**src/rtl/dma_ring_pkg.sv**
```systemverilog
package dma_ring_pkg;
  localparam int WORD_W    = 32;
  localparam int DESC_SPAN = 4;
  localparam int PARAM_W   = 24;
  localparam logic [WORD_W-1:0] FLAGS_DONE = 32'h0000_0002;

  typedef enum logic [3:0] {
    ST_IDLE,
    ST_FETCH_REQ,
    ST_FETCH_WAIT,
    ST_CHECK,
    ST_RD_REQ,
    ST_RD_WAIT,
    ST_TX,
    ST_RX,
    ST_WR_REQ,
    ST_WB_REQ
  } eng_state_t;
endpackage

```
**src/rtl/dma_ring_index.sv**
```systemverilog
module dma_ring_index #(
  parameter int RING_W = 4
) (
  input  logic              clk,
  input  logic              rst_n,
  input  logic              advance,
  input  logic [RING_W:0]   cfg_count,
  output logic [RING_W-1:0] idx
);
  logic [RING_W:0] nxt;

  assign nxt = {1'b0, idx} + 1'b1;

  always_ff @(posedge clk or negedge rst_n) begin
    if (!rst_n) begin
      idx <= '0;
    end else if (advance) begin
      if (nxt >= cfg_count) idx <= '0;
      else                  idx <= nxt[RING_W-1:0];
    end
  end
endmodule

```
**src/rtl/dma_ring_irq.sv**
```systemverilog
module dma_ring_irq (
  input  logic clk,
  input  logic rst_n,
  input  logic mode_dry,
  input  logic desc_done,
  input  logic ring_dry,
  output logic irq
);
  logic served;

  always_ff @(posedge clk or negedge rst_n) begin
    if (!rst_n) begin
      served <= 1'b0;
      irq    <= 1'b0;
    end else begin
      if (desc_done)     served <= 1'b1;
      else if (ring_dry) served <= 1'b0;
      if (mode_dry) irq <= ring_dry & served;
      else          irq <= desc_done;
    end
  end
endmodule

```
**src/rtl/dma_ring_ctrl.sv**
```systemverilog
module dma_ring_ctrl
  import dma_ring_pkg::*;
#(
  parameter int ADDR_W = 16,
  parameter int RING_W = 4
) (
  input  logic               clk,
  input  logic               rst_n,
  input  logic [ADDR_W-1:0]  cfg_base,
  input  logic               doorbell,
  input  logic [RING_W-1:0]  idx,
  output logic               busy,
  output logic               desc_done,
  output logic               ring_dry,
  output logic               mem_req_valid,
  input  logic               mem_req_ready,
  output logic               mem_req_write,
  output logic [ADDR_W-1:0]  mem_req_addr,
  output logic [WORD_W-1:0]  mem_req_wdata,
  input  logic               mem_rsp_valid,
  input  logic [WORD_W-1:0]  mem_rsp_rdata,
  output logic               dev_tx_valid,
  input  logic               dev_tx_ready,
  output logic [WORD_W-1:0]  dev_tx_data,
  input  logic               dev_rx_valid,
  output logic               dev_rx_ready,
  input  logic [WORD_W-1:0]  dev_rx_data,
  output logic [PARAM_W-1:0] dev_param,
  output logic               dev_dir
);
  localparam int PAD_W = ADDR_W - RING_W - 2;

  eng_state_t          state;
  logic                kick;
  logic [1:0]          word_k;
  logic [ADDR_W-1:0]   desc_buf;
  logic [WORD_W-1:0]   desc_len;
  logic [PARAM_W-1:0]  desc_param;
  logic                desc_dir;
  logic                desc_valid;
  logic [ADDR_W-1:0]   offs;
  logic [WORD_W-1:0]   remain;
  logic [WORD_W-1:0]   hold;
  logic [ADDR_W-1:0]   desc_base;
  logic                last_word;

  assign desc_base = cfg_base + {{PAD_W{1'b0}}, idx, 2'b00};
  assign last_word = (remain == 32'd1);

  always_comb begin
    mem_req_valid = 1'b0;
    mem_req_write = 1'b0;
    mem_req_addr  = desc_base;
    mem_req_wdata = hold;
    unique case (state)
      ST_FETCH_REQ: begin
        mem_req_valid = 1'b1;
        mem_req_addr  = desc_base + {{(ADDR_W-2){1'b0}}, word_k};
      end
      ST_RD_REQ: begin
        mem_req_valid = 1'b1;
        mem_req_addr  = desc_buf + offs;
      end
      ST_WR_REQ: begin
        mem_req_valid = 1'b1;
        mem_req_write = 1'b1;
        mem_req_addr  = desc_buf + offs;
      end
      ST_WB_REQ: begin
        mem_req_valid = 1'b1;
        mem_req_write = 1'b1;
        mem_req_addr  = desc_base + ADDR_W'(DESC_SPAN - 1);
        mem_req_wdata = FLAGS_DONE;
      end
      default: ;
    endcase
  end

  assign dev_tx_valid = (state == ST_TX);
  assign dev_tx_data  = hold;
  assign dev_rx_ready = (state == ST_RX);
  assign dev_param    = desc_param;
  assign dev_dir      = desc_dir;
  assign busy         = (state != ST_IDLE);
  assign desc_done    = (state == ST_WB_REQ) && mem_req_ready;
  assign ring_dry     = (state == ST_CHECK) && !desc_valid;

  always_ff @(posedge clk or negedge rst_n) begin
    if (!rst_n) begin
      state      <= ST_IDLE;
      kick       <= 1'b0;
      word_k     <= '0;
      desc_buf   <= '0;
      desc_len   <= '0;
      desc_param <= '0;
      desc_dir   <= 1'b0;
      desc_valid <= 1'b0;
      offs       <= '0;
      remain     <= '0;
      hold       <= '0;
    end else begin
      if (doorbell)                         kick <= 1'b1;
      else if (state == ST_IDLE && kick)    kick <= 1'b0;

      unique case (state)
        ST_IDLE: begin
          if (kick) begin
            word_k <= '0;
            state  <= ST_FETCH_REQ;
          end
        end
        ST_FETCH_REQ: if (mem_req_ready) state <= ST_FETCH_WAIT;
        ST_FETCH_WAIT: begin
          if (mem_rsp_valid) begin
            unique case (word_k)
              2'd0: desc_buf <= mem_rsp_rdata[ADDR_W-1:0];
              2'd1: desc_len <= mem_rsp_rdata;
              2'd2: begin
                desc_param <= mem_rsp_rdata[WORD_W-1:WORD_W-PARAM_W];
                desc_dir   <= mem_rsp_rdata[0];
              end
              default: desc_valid <= mem_rsp_rdata[0];
            endcase
            if (word_k == 2'd3) begin
              state <= ST_CHECK;
            end else begin
              word_k <= word_k + 2'd1;
              state  <= ST_FETCH_REQ;
            end
          end
        end
        ST_CHECK: begin
          offs   <= '0;
          remain <= desc_len;
          if (!desc_valid)          state <= ST_IDLE;
          else if (desc_len == '0)  state <= ST_WB_REQ;
          else if (desc_dir)        state <= ST_RX;
          else                      state <= ST_RD_REQ;
        end
        ST_RD_REQ: if (mem_req_ready) state <= ST_RD_WAIT;
        ST_RD_WAIT: begin
          if (mem_rsp_valid) begin
            hold  <= mem_rsp_rdata;
            state <= ST_TX;
          end
        end
        ST_TX: begin
          if (dev_tx_ready) begin
            offs   <= offs + 1'b1;
            remain <= remain - 1'b1;
            state  <= last_word ? ST_WB_REQ : ST_RD_REQ;
          end
        end
        ST_RX: begin
          if (dev_rx_valid) begin
            hold  <= dev_rx_data;
            state <= ST_WR_REQ;
          end
        end
        ST_WR_REQ: begin
          if (mem_req_ready) begin
            offs   <= offs + 1'b1;
            remain <= remain - 1'b1;
            state  <= last_word ? ST_WB_REQ : ST_RX;
          end
        end
        ST_WB_REQ: begin
          if (mem_req_ready) begin
            word_k <= '0;
            state  <= ST_FETCH_REQ;
          end
        end
        default: state <= ST_IDLE;
      endcase
    end
  end
endmodule

```
**src/rtl/dma_ring_engine.sv**
```systemverilog
module dma_ring_engine
  import dma_ring_pkg::*;
#(
  parameter int ADDR_W = 16,
  parameter int RING_W = 4
) (
  input  logic               clk,
  input  logic               rst_n,
  input  logic [ADDR_W-1:0]  cfg_base,
  input  logic [RING_W:0]    cfg_count,
  input  logic               cfg_irq_mode,
  input  logic               doorbell,
  output logic [RING_W-1:0]  cur_index,
  output logic               busy,
  output logic               irq,
  output logic               mem_req_valid,
  input  logic               mem_req_ready,
  output logic               mem_req_write,
  output logic [ADDR_W-1:0]  mem_req_addr,
  output logic [31:0]        mem_req_wdata,
  input  logic               mem_rsp_valid,
  input  logic [31:0]        mem_rsp_rdata,
  output logic               dev_tx_valid,
  input  logic               dev_tx_ready,
  output logic [31:0]        dev_tx_data,
  input  logic               dev_rx_valid,
  output logic               dev_rx_ready,
  input  logic [31:0]        dev_rx_data,
  output logic [23:0]        dev_param,
  output logic               dev_dir
);
  logic desc_done;
  logic ring_dry;

  dma_ring_index #(.RING_W(RING_W)) index_i (
    .clk       (clk),
    .rst_n     (rst_n),
    .advance   (desc_done),
    .cfg_count (cfg_count),
    .idx       (cur_index)
  );

  dma_ring_irq irq_i (
    .clk       (clk),
    .rst_n     (rst_n),
    .mode_dry  (cfg_irq_mode),
    .desc_done (desc_done),
    .ring_dry  (ring_dry),
    .irq       (irq)
  );

  dma_ring_ctrl #(.ADDR_W(ADDR_W), .RING_W(RING_W)) ctrl_i (
    .clk           (clk),
    .rst_n         (rst_n),
    .cfg_base      (cfg_base),
    .doorbell      (doorbell),
    .idx           (cur_index),
    .busy          (busy),
    .desc_done     (desc_done),
    .ring_dry      (ring_dry),
    .mem_req_valid (mem_req_valid),
    .mem_req_ready (mem_req_ready),
    .mem_req_write (mem_req_write),
    .mem_req_addr  (mem_req_addr),
    .mem_req_wdata (mem_req_wdata),
    .mem_rsp_valid (mem_rsp_valid),
    .mem_rsp_rdata (mem_rsp_rdata),
    .dev_tx_valid  (dev_tx_valid),
    .dev_tx_ready  (dev_tx_ready),
    .dev_tx_data   (dev_tx_data),
    .dev_rx_valid  (dev_rx_valid),
    .dev_rx_ready  (dev_rx_ready),
    .dev_rx_data   (dev_rx_data),
    .dev_param     (dev_param),
    .dev_dir       (dev_dir)
  );
endmodule

```
**config.mk**
```make
export PLATFORM = sky130hd
export DESIGN_NAME = dma_ring_engine
export DESIGN_NICKNAME = d
export VERILOG_FILES = /design/src/rtl/dma_ring_pkg.sv /design/src/rtl/dma_ring_index.sv /design/src/rtl/dma_ring_irq.sv /design/src/rtl/dma_ring_ctrl.sv /design/src/rtl/dma_ring_engine.sv
export SDC_FILE = /design/constraint.sdc
export NUM_CORES = 1
export LEC_CHECK = 0
export BUFFER_PORTS_ARGS = -buffer_cell sky130_fd_sc_hd__buf_4
export CAP_MARGIN = 5
export CORE_MARGIN = 8
export CORE_UTILIZATION = 50
export CTS_CLUSTER_DIAMETER = 200
export DETAILED_ROUTE_END_ITERATION = 8
export PLACE_DENSITY = 0.74
export SLEW_MARGIN = 0
export SYNTH_ARGS = -nofsm -noshare
export SYNTH_HDL_FRONTEND = slang
export SYNTH_SLANG_ARGS = --single-unit
```
**constraint.sdc**
```tcl
create_clock -name clk -period 4.5 [get_ports clk]
set_clock_uncertainty 0.2 [all_clocks]
set_input_delay 0.675 -clock clk [delete_from_list [all_inputs] [get_ports clk]]
set_output_delay 0.675 -clock clk [all_outputs]
set_load 0.1 [all_outputs]
```
==> qor.tcl, run 1 <==
set qor(worst_setup_hold_path_clk_slew_ns) 0.07
set qor(preCtsSetupSlack_ns) 0.112
set qor(mostFrequentLayoutCells) {sky130_fd_sc_hd__buf_4 (232), sky130_fd_sc_hd__dfrtp_1 (163), sky130_fd_sc_hd__nor2_1 (98), sky130_fd_sc_hd__a21oi_1 (84), sky130_fd_sc_hd__nand2_1 (78)}
set qor(cts_max_path_buffers) 2
set qor(ys_dominant_reg_cell) {sky130_fd_sc_hd__dfrtp_1}
set qor(fmax_mhz) 227
set qor(post_synth_instance_area_sq_mm) 0.00979
set qor(start_kind) {register}
set qor(grt_pass1_wl_um) 46000
set qor(grt_util_all_layers_pct) 23.7
set qor(synth_cell_types) 72
set qor(clock_latency_ns) 0.43
set qor(crit-reg2reg-capture) {ctrl_i.offs[10]}
set qor(clock_sinks) 167
set qor(postSynth.asyncResetShare_pct) 100
set qor(cell_area_placed_sq_mm) 0.0118
set qor(pin_count) 208
set qor(cts_tree) {built}
set qor(synth_largest_area_cell) {sky130_fd_sc_hd__dfrtp_1}
set qor(critPathLaunch) {index_i.idx[0]}
set qor(cp_data_required_time_ns) 3.62
set qor(grt_setup_unrepaired) {true}
set qor(finalWeightedCongestion) 0.904
set qor(wirelength_um) 29700
set qor(grt_antenna_before_repair) 0
set qor(vias_per_instance) 5.79
set qor(r2r_start) {ctrl_i.state[3]}
set qor(cpPeakStageDelay_ns) 0.56
set qor(crit_chain) {ha_4, inv_2, fa_2, nand2b_4, a211oi_1, xnor2_1, or4_4, or4_1, a31oi_1, o211ai_1, buf_6}
set qor(netlist_top_cells_area) {sky130_fd_sc_hd__dfrtp_1 (43%), sky130_fd_sc_hd__mux2_2 (8.5%), sky130_fd_sc_hd__ha_1 (4.3%), sky130_fd_sc_hd__a21oi_1 (4.3%), sky130_fd_sc_hd__nor2_1 (3.8%)}
set qor(detailedRoute.firstPassIterationCount) 5
set qor(period_minus_slack_ns) 4.40
set qor(cap_violations) 0
set qor(ff2ff_path_depth) 10
set qor(crit_path_end_kind) {primary output}
set qor(die_height_um) 156
set qor(drt-initial-drc-count) 616
set qor(slew_headroom_pct) 38.5
set qor(cts_max_level) 4
set qor(path_class) {reg2out}
set qor(cp_max_fo) 5
set qor(r2r_slack_ns) 1.30
set qor(dieWidth_um) 156
set qor(hold_violations) 0
set qor(drc_viols) 0
set qor(synth_edf_count) 0
set qor(worst_path_max_delay_cell) {sky130_fd_sc_hd__or4_4}
set qor(routed_wire_length_per_instance_um) 19.6
set qor(post-synth-top-area-fraction_pct) 42.7
set qor(fin_area_sq_mm) 0.0126
set qor(synthesis.instances) 1032
set qor(critical_path_sink) {mem_req_addr[15]}
set qor(worst_pin_slew_ns) 0.922
set qor(fillerInstances) 1579
set qor(dr_total_vias) 8764
set qor(dp.final_hpwl_um) 22100
set qor(rows) 51
set qor(setup-violations-final) 0
set qor(synthesis.nets) 1162
set qor(gr-total-overflow) 0
set qor(grt_pass1_vias) 8614
set qor(layout_commonest_cell) {sky130_fd_sc_hd__buf_4}
set qor(die_area_sq_mm) 0.0243
set qor(pin_count_of_the_biggest_net_entering_global_routing) 100
set qor(hold_class) {in2async}
set qor(post_route_setup_tns_ns) 0
set qor(area_growth_pct) 28.8
set qor(floorplan.initialDensity_pct) 50.7
set qor(timing.final.ws_setup_ns) 0.102
set qor(numnets_final) 1366
set qor(number_of_antenna_violating_nets_in_the_routed_design) 0
set qor(synth_warnings) 0
set qor(synth_seq_cells) 167
set qor(timing_max_transition_violations_final) 0
set qor(synth.yosys.seq_area_share_pct) 42.7
set qor(port-buffer-count) 207
set qor(status) {finished, final reports clean}
set qor(worst_path_arrival_ns) 3.52
set qor(drive_above_1_share_pct) 31.5
set qor(cts.root.buffer_cell) {sky130_fd_sc_hd__clkbuf_16}
set qor(synth.avg_cell_area_sq_um) 9.49
set qor(numCtsBuffers) 17
set qor(period_share_pct) 97.7
set qor(diodes) 0
set qor(core_region_area_sq_mm) 0.0193
Yosys cell counts (11+ instances only):
cell type and number:
sky130_fd_sc_hd__a21o_1 11, sky130_fd_sc_hd__a21oi_1 84, sky130_fd_sc_hd__clkbuf_1 40, sky130_fd_sc_hd__dfrtp_1 167
sky130_fd_sc_hd__ha_1 34, sky130_fd_sc_hd__inv_1 27, sky130_fd_sc_hd__mux2_2 74, sky130_fd_sc_hd__mux2i_1 34
sky130_fd_sc_hd__nand2_1 79, sky130_fd_sc_hd__nand3_1 29, sky130_fd_sc_hd__nand4_1 12, sky130_fd_sc_hd__nor2_1 100
sky130_fd_sc_hd__nor2b_1 32, sky130_fd_sc_hd__nor3_1 31, sky130_fd_sc_hd__nor4_1 18, sky130_fd_sc_hd__o21ai_0 62
sky130_fd_sc_hd__o221ai_1 11, sky130_fd_sc_hd__xnor2_1 21, sky130_fd_sc_hd__xor2_1 20
worst max-delay path: cells and delay by family (launching register included):
| kind | cells | cell delay, ns |
|---|---|---|
| buf+inv | 2 | 0.24 |
| compound gates | 3 | 0.52 |
| flops | 1 | 0.44 |
| xor+xnor | 1 | 0.16 |
| fa+ha+maj | 2 | 0.52 |
| simple gates | 3 | 1.21 |
registers in the layout, summed over array words and instances, names as in the netlist:
name / cells
ctrl_i.state: 4
irq_i.irq: 1
ctrl_i.kick: 1
ctrl_i.dev_dir: 1
index_i.idx: 4
ctrl_i.word_k: 2
ctrl_i.desc_valid: 1
ctrl_i.dev_tx_data: 32
ctrl_i.offs: 16
ctrl_i.desc_len: 32
ctrl_i.desc_buf: 16
ctrl_i.remain: 32
irq_i.served: 1
ctrl_i.dev_param: 24
cell type report:
type / count / area, sq um / share of cell area (%)
sequential: 167 / 4190 / 33.2
clock inverter: 15 / 256 / 2.03
multi-input combinational: 788 / 5520 / 43.8
timing repair buffer: 235 / 1780 / 14.1
tap: 265 / 332 / 2.63
clock buffer: 17 / 425 / 3.37
inverter: 27 / 101 / 0.804
worst min-delay path by stage:
stage	endpoint	slack (ns)	depth (start not counted)
finish	ctrl_i.dev_param[23]	0.10	1
global route	ctrl_i.dev_param[23]	0.22	1
CTS	ctrl_i.dev_param[23]	0.18	1
detailed placement	ctrl_i.kick	0.27	1
global placement	ctrl_i.kick	0.27	1
floorplan	ctrl_i.desc_buf[0]	0.18	0
routing by layer:
metal,vias up,wire length (um),track usage (%)
met1,4249,11900,28.7
met4,0,1090,10.0
met2,324,14700,39.5
met3,48,1950,5.73
met5,-,0,0
li1,4143,-,-
logic make-up after synthesis:
group | count (synthesis) | share of synthesized area (%)
flops | 167 | 42.7
compound gates | 243 | 15.5
simple gates | 358 | 18.1
mux | 108 | 12.0
fa+ha+maj | 37 | 4.96
buf+inv | 77 | 3.02
xor+xnor | 42 | 3.83
what timing repair did:
item,in CTS,in global routing
hold buffers,0,0
pin swaps,4,11
gates cloned,0,0
buffers inserted,1,4
resized for setup,10,18
endpoints found under the setup margin,5,4
metrics by stage:
stage,hold WS (ns),cells,util (%)
after CTS,0.177,1510,64.6
after global routing,0.217,1514,65.2
after global placement,0.268,1477,60.8
after floorplan,0.179,1032,-
after detailed placement,0.273,1477,60.8
final,0.103,1514,65.2
Power of run 1 is left out: the tool's default activity adds up to more than one toggle a clock period on the data nets, which glitch-free logic cannot reach.
==> inputs of run 2 (changes only) <==
- RECOVER_POWER: not set -> 50
==> run 2 against run 1 <==
Net effect: the run now ends with max-capacitance violations, max-slew violations left; sequential share of layout area is 0.62 points higher; count of clock-buffer cells in the layout stayed put; worst hold slack better by 0.13 ns; via count is 0.13% lower; fmax hardly changed; final area is 1.8% lower; critical path depth stayed put; final cell count stayed put; worst setup slack worse by 0.0012 ns; global-route usage stayed put; utilization is 1.2 points lower; sequential cell count stayed put.
==> qor.tcl, run 2 (synthesis gave the netlist of run 1 again) <==
set qor(wirelength_um) 29600
set qor(mostFrequentLayoutCells) {sky130_fd_sc_hd__buf_4 (172), sky130_fd_sc_hd__dfrtp_1 (163), sky130_fd_sc_hd__nor2_1 (98), sky130_fd_sc_hd__a21oi_1 (84), sky130_fd_sc_hd__nand2_1 (78)}
set qor(crit_chain) {ha_4, inv_2, fa_2, nand2b_4, a211oi_1, xnor2_1, or4_4, or4_1, a31oi_1, o211ai_1, buf_6}
set qor(rows) 51
set qor(pin_count_of_the_biggest_net_entering_global_routing) 100
set qor(diodes) 0
set qor(clock_latency_ns) 0.43
set qor(cp_max_fo) 5
set qor(cpPeakStageDelay_ns) 0.56
set qor(fmax_mhz) 227
set qor(detailedRoute.firstPassIterationCount) 5
set qor(drc_viols) 0
set qor(drive_above_1_share_pct) 26.7
set qor(dr_total_vias) 8753
set qor(pin_count) 208
set qor(cap_violations) 1
set qor(grt_util_all_layers_pct) 23.7
set qor(status) {finished, violations left}
set qor(grt_pass1_wl_um) 46000
set qor(path_class) {reg2out}
set qor(vias_per_instance) 5.78
set qor(core_region_area_sq_mm) 0.0193
set qor(cp_data_required_time_ns) 3.62
set qor(die_area_sq_mm) 0.0243
set qor(period_minus_slack_ns) 4.40
set qor(dp.final_hpwl_um) 22100
set qor(cts.root.buffer_cell) {sky130_fd_sc_hd__clkbuf_16}
set qor(period_share_pct) 97.8
set qor(cts_tree) {built}
set qor(number_of_antenna_violating_nets_in_the_routed_design) 0
set qor(grt_setup_unrepaired) {true}
set qor(finalWeightedCongestion) 0.904
set qor(setup-violations-final) 0
set qor(grt_pass1_vias) 8614
set qor(start_kind) {register}
set qor(grt_antenna_before_repair) 0
set qor(worst_path_arrival_ns) 3.52
set qor(numCtsBuffers) 17
set qor(worst_path_max_delay_cell) {sky130_fd_sc_hd__or4_4}
set qor(dieWidth_um) 156
set qor(layout_commonest_cell) {sky130_fd_sc_hd__buf_4}
set qor(drt-initial-drc-count) 629
set qor(slew_headroom_pct) -64.3
set qor(cts_max_level) 4
set qor(cts_max_path_buffers) 2
set qor(hold_violations) 0
set qor(port-buffer-count) 207
set qor(worst_setup_hold_path_clk_slew_ns) 0.07
set qor(floorplan.initialDensity_pct) 50.7
set qor(crit_path_end_kind) {primary output}
set qor(fillerInstances) 1648
set qor(hold_class) {in2reg}
set qor(area_growth_pct) 26.4
set qor(post_route_setup_tns_ns) 0
set qor(worst_pin_slew_ns) 2.46
set qor(numnets_final) 1366
set qor(routed_wire_length_per_instance_um) 19.6
set qor(die_height_um) 156
set qor(timing_max_transition_violations_final) 100
set qor(gr-total-overflow) 0
set qor(violations) {max-capacitance violations, max-slew violations}
set qor(clock_sinks) 167
-- run 2: changes by cell type in the layout (fill, tap and decap cells not counted) --
cell                       previous run  this run
sky130_fd_sc_hd__buf_6                2         1
sky130_fd_sc_hd__clkbuf_1             0        59
sky130_fd_sc_hd__buf_4              232       172
sky130_fd_sc_hd__clkbuf_2             0         2
-- run 2: metal layers --
| layer | wire, um | GRT usage, % | share of wire (%) |
|---|---|---|---|
| met5 | 0 | 0 | 0 |
| met4 | 1090 | 10.0 | 3.7 |
| met2 | 14600 | 39.5 | 49 |
| met1 | 12000 | 28.7 | 40 |
| met3 | 1990 | 5.73 | 6.7 |
-- run 2: worst paths after layout --
path	from	end	slack, ns	cells past startpoint
worst min register to register	ctrl_i.remain[20]	ctrl_i.remain[20]	0.30	1
max in group asynchronous	rst_n	ctrl_i.dev_tx_data[21]	1.22	2
worst max-delay path	index_i.idx[0]	mem_req_addr[15]	0.10	11
worst max register to register	ctrl_i.state[3]	ctrl_i.offs[10]	1.08	10
worst min-delay path	cfg_irq_mode	irq_i.irq	0.23	2
min in group asynchronous	rst_n	ctrl_i.dev_param[23]	0.74	1
-- run 2: layout make-up --
class	count	area (sq um)	area share (%)
Multi-Input combinational cell	788	5520	44.6
Sequential cell	167	4190	33.8
Timing Repair Buffer	235	1550	12.6
Clock buffer	17	425	3.44
Tap cell	265	332	2.68
Clock inverter	15	256	2.07
Inverter	27	101	0.819
-- run 2: metrics by stage --
step / area, sq um / hold slack [ns] / util [%] / std cells / worst slack, ns
after detailed placement: 11800 / 0.273 / 60.8 / 1477 / 0.112
after floorplan: 9870 / 0.179 / - / 1032 / -0.160
after global routing: 12400 / 0.231 / 64.0 / 1514 / -0.0420
after CTS: 12500 / 0.177 / 64.6 / 1510 / 0.00871
after global placement: 11800 / 0.268 / 60.8 / 1477 / 0.166
final: 12400 / 0.235 / 64.0 / 1514 / 0.101
-- run 2: critical path, delay by kind of cell, from the launching register on --
family | cells | cell delay (ns)
buffers and inverters | 2 | 0.24
xor gates and xnor gates | 1 | 0.16
DFF | 1 | 0.44
AOI/OAI and AO/OA | 3 | 0.53
adders and majority gates | 2 | 0.52
and+or+nand+nor | 3 | 1.21
-- run 2: timing repair --
action | CTS | global route
buffers inserted | 1 | 4
resized for setup | 10 | 18
pin swaps | 4 | 11
hold buffers | 0 | 0
setup endpoints to repair | 5 | 4
Power of run 2 is left out for the same reason.
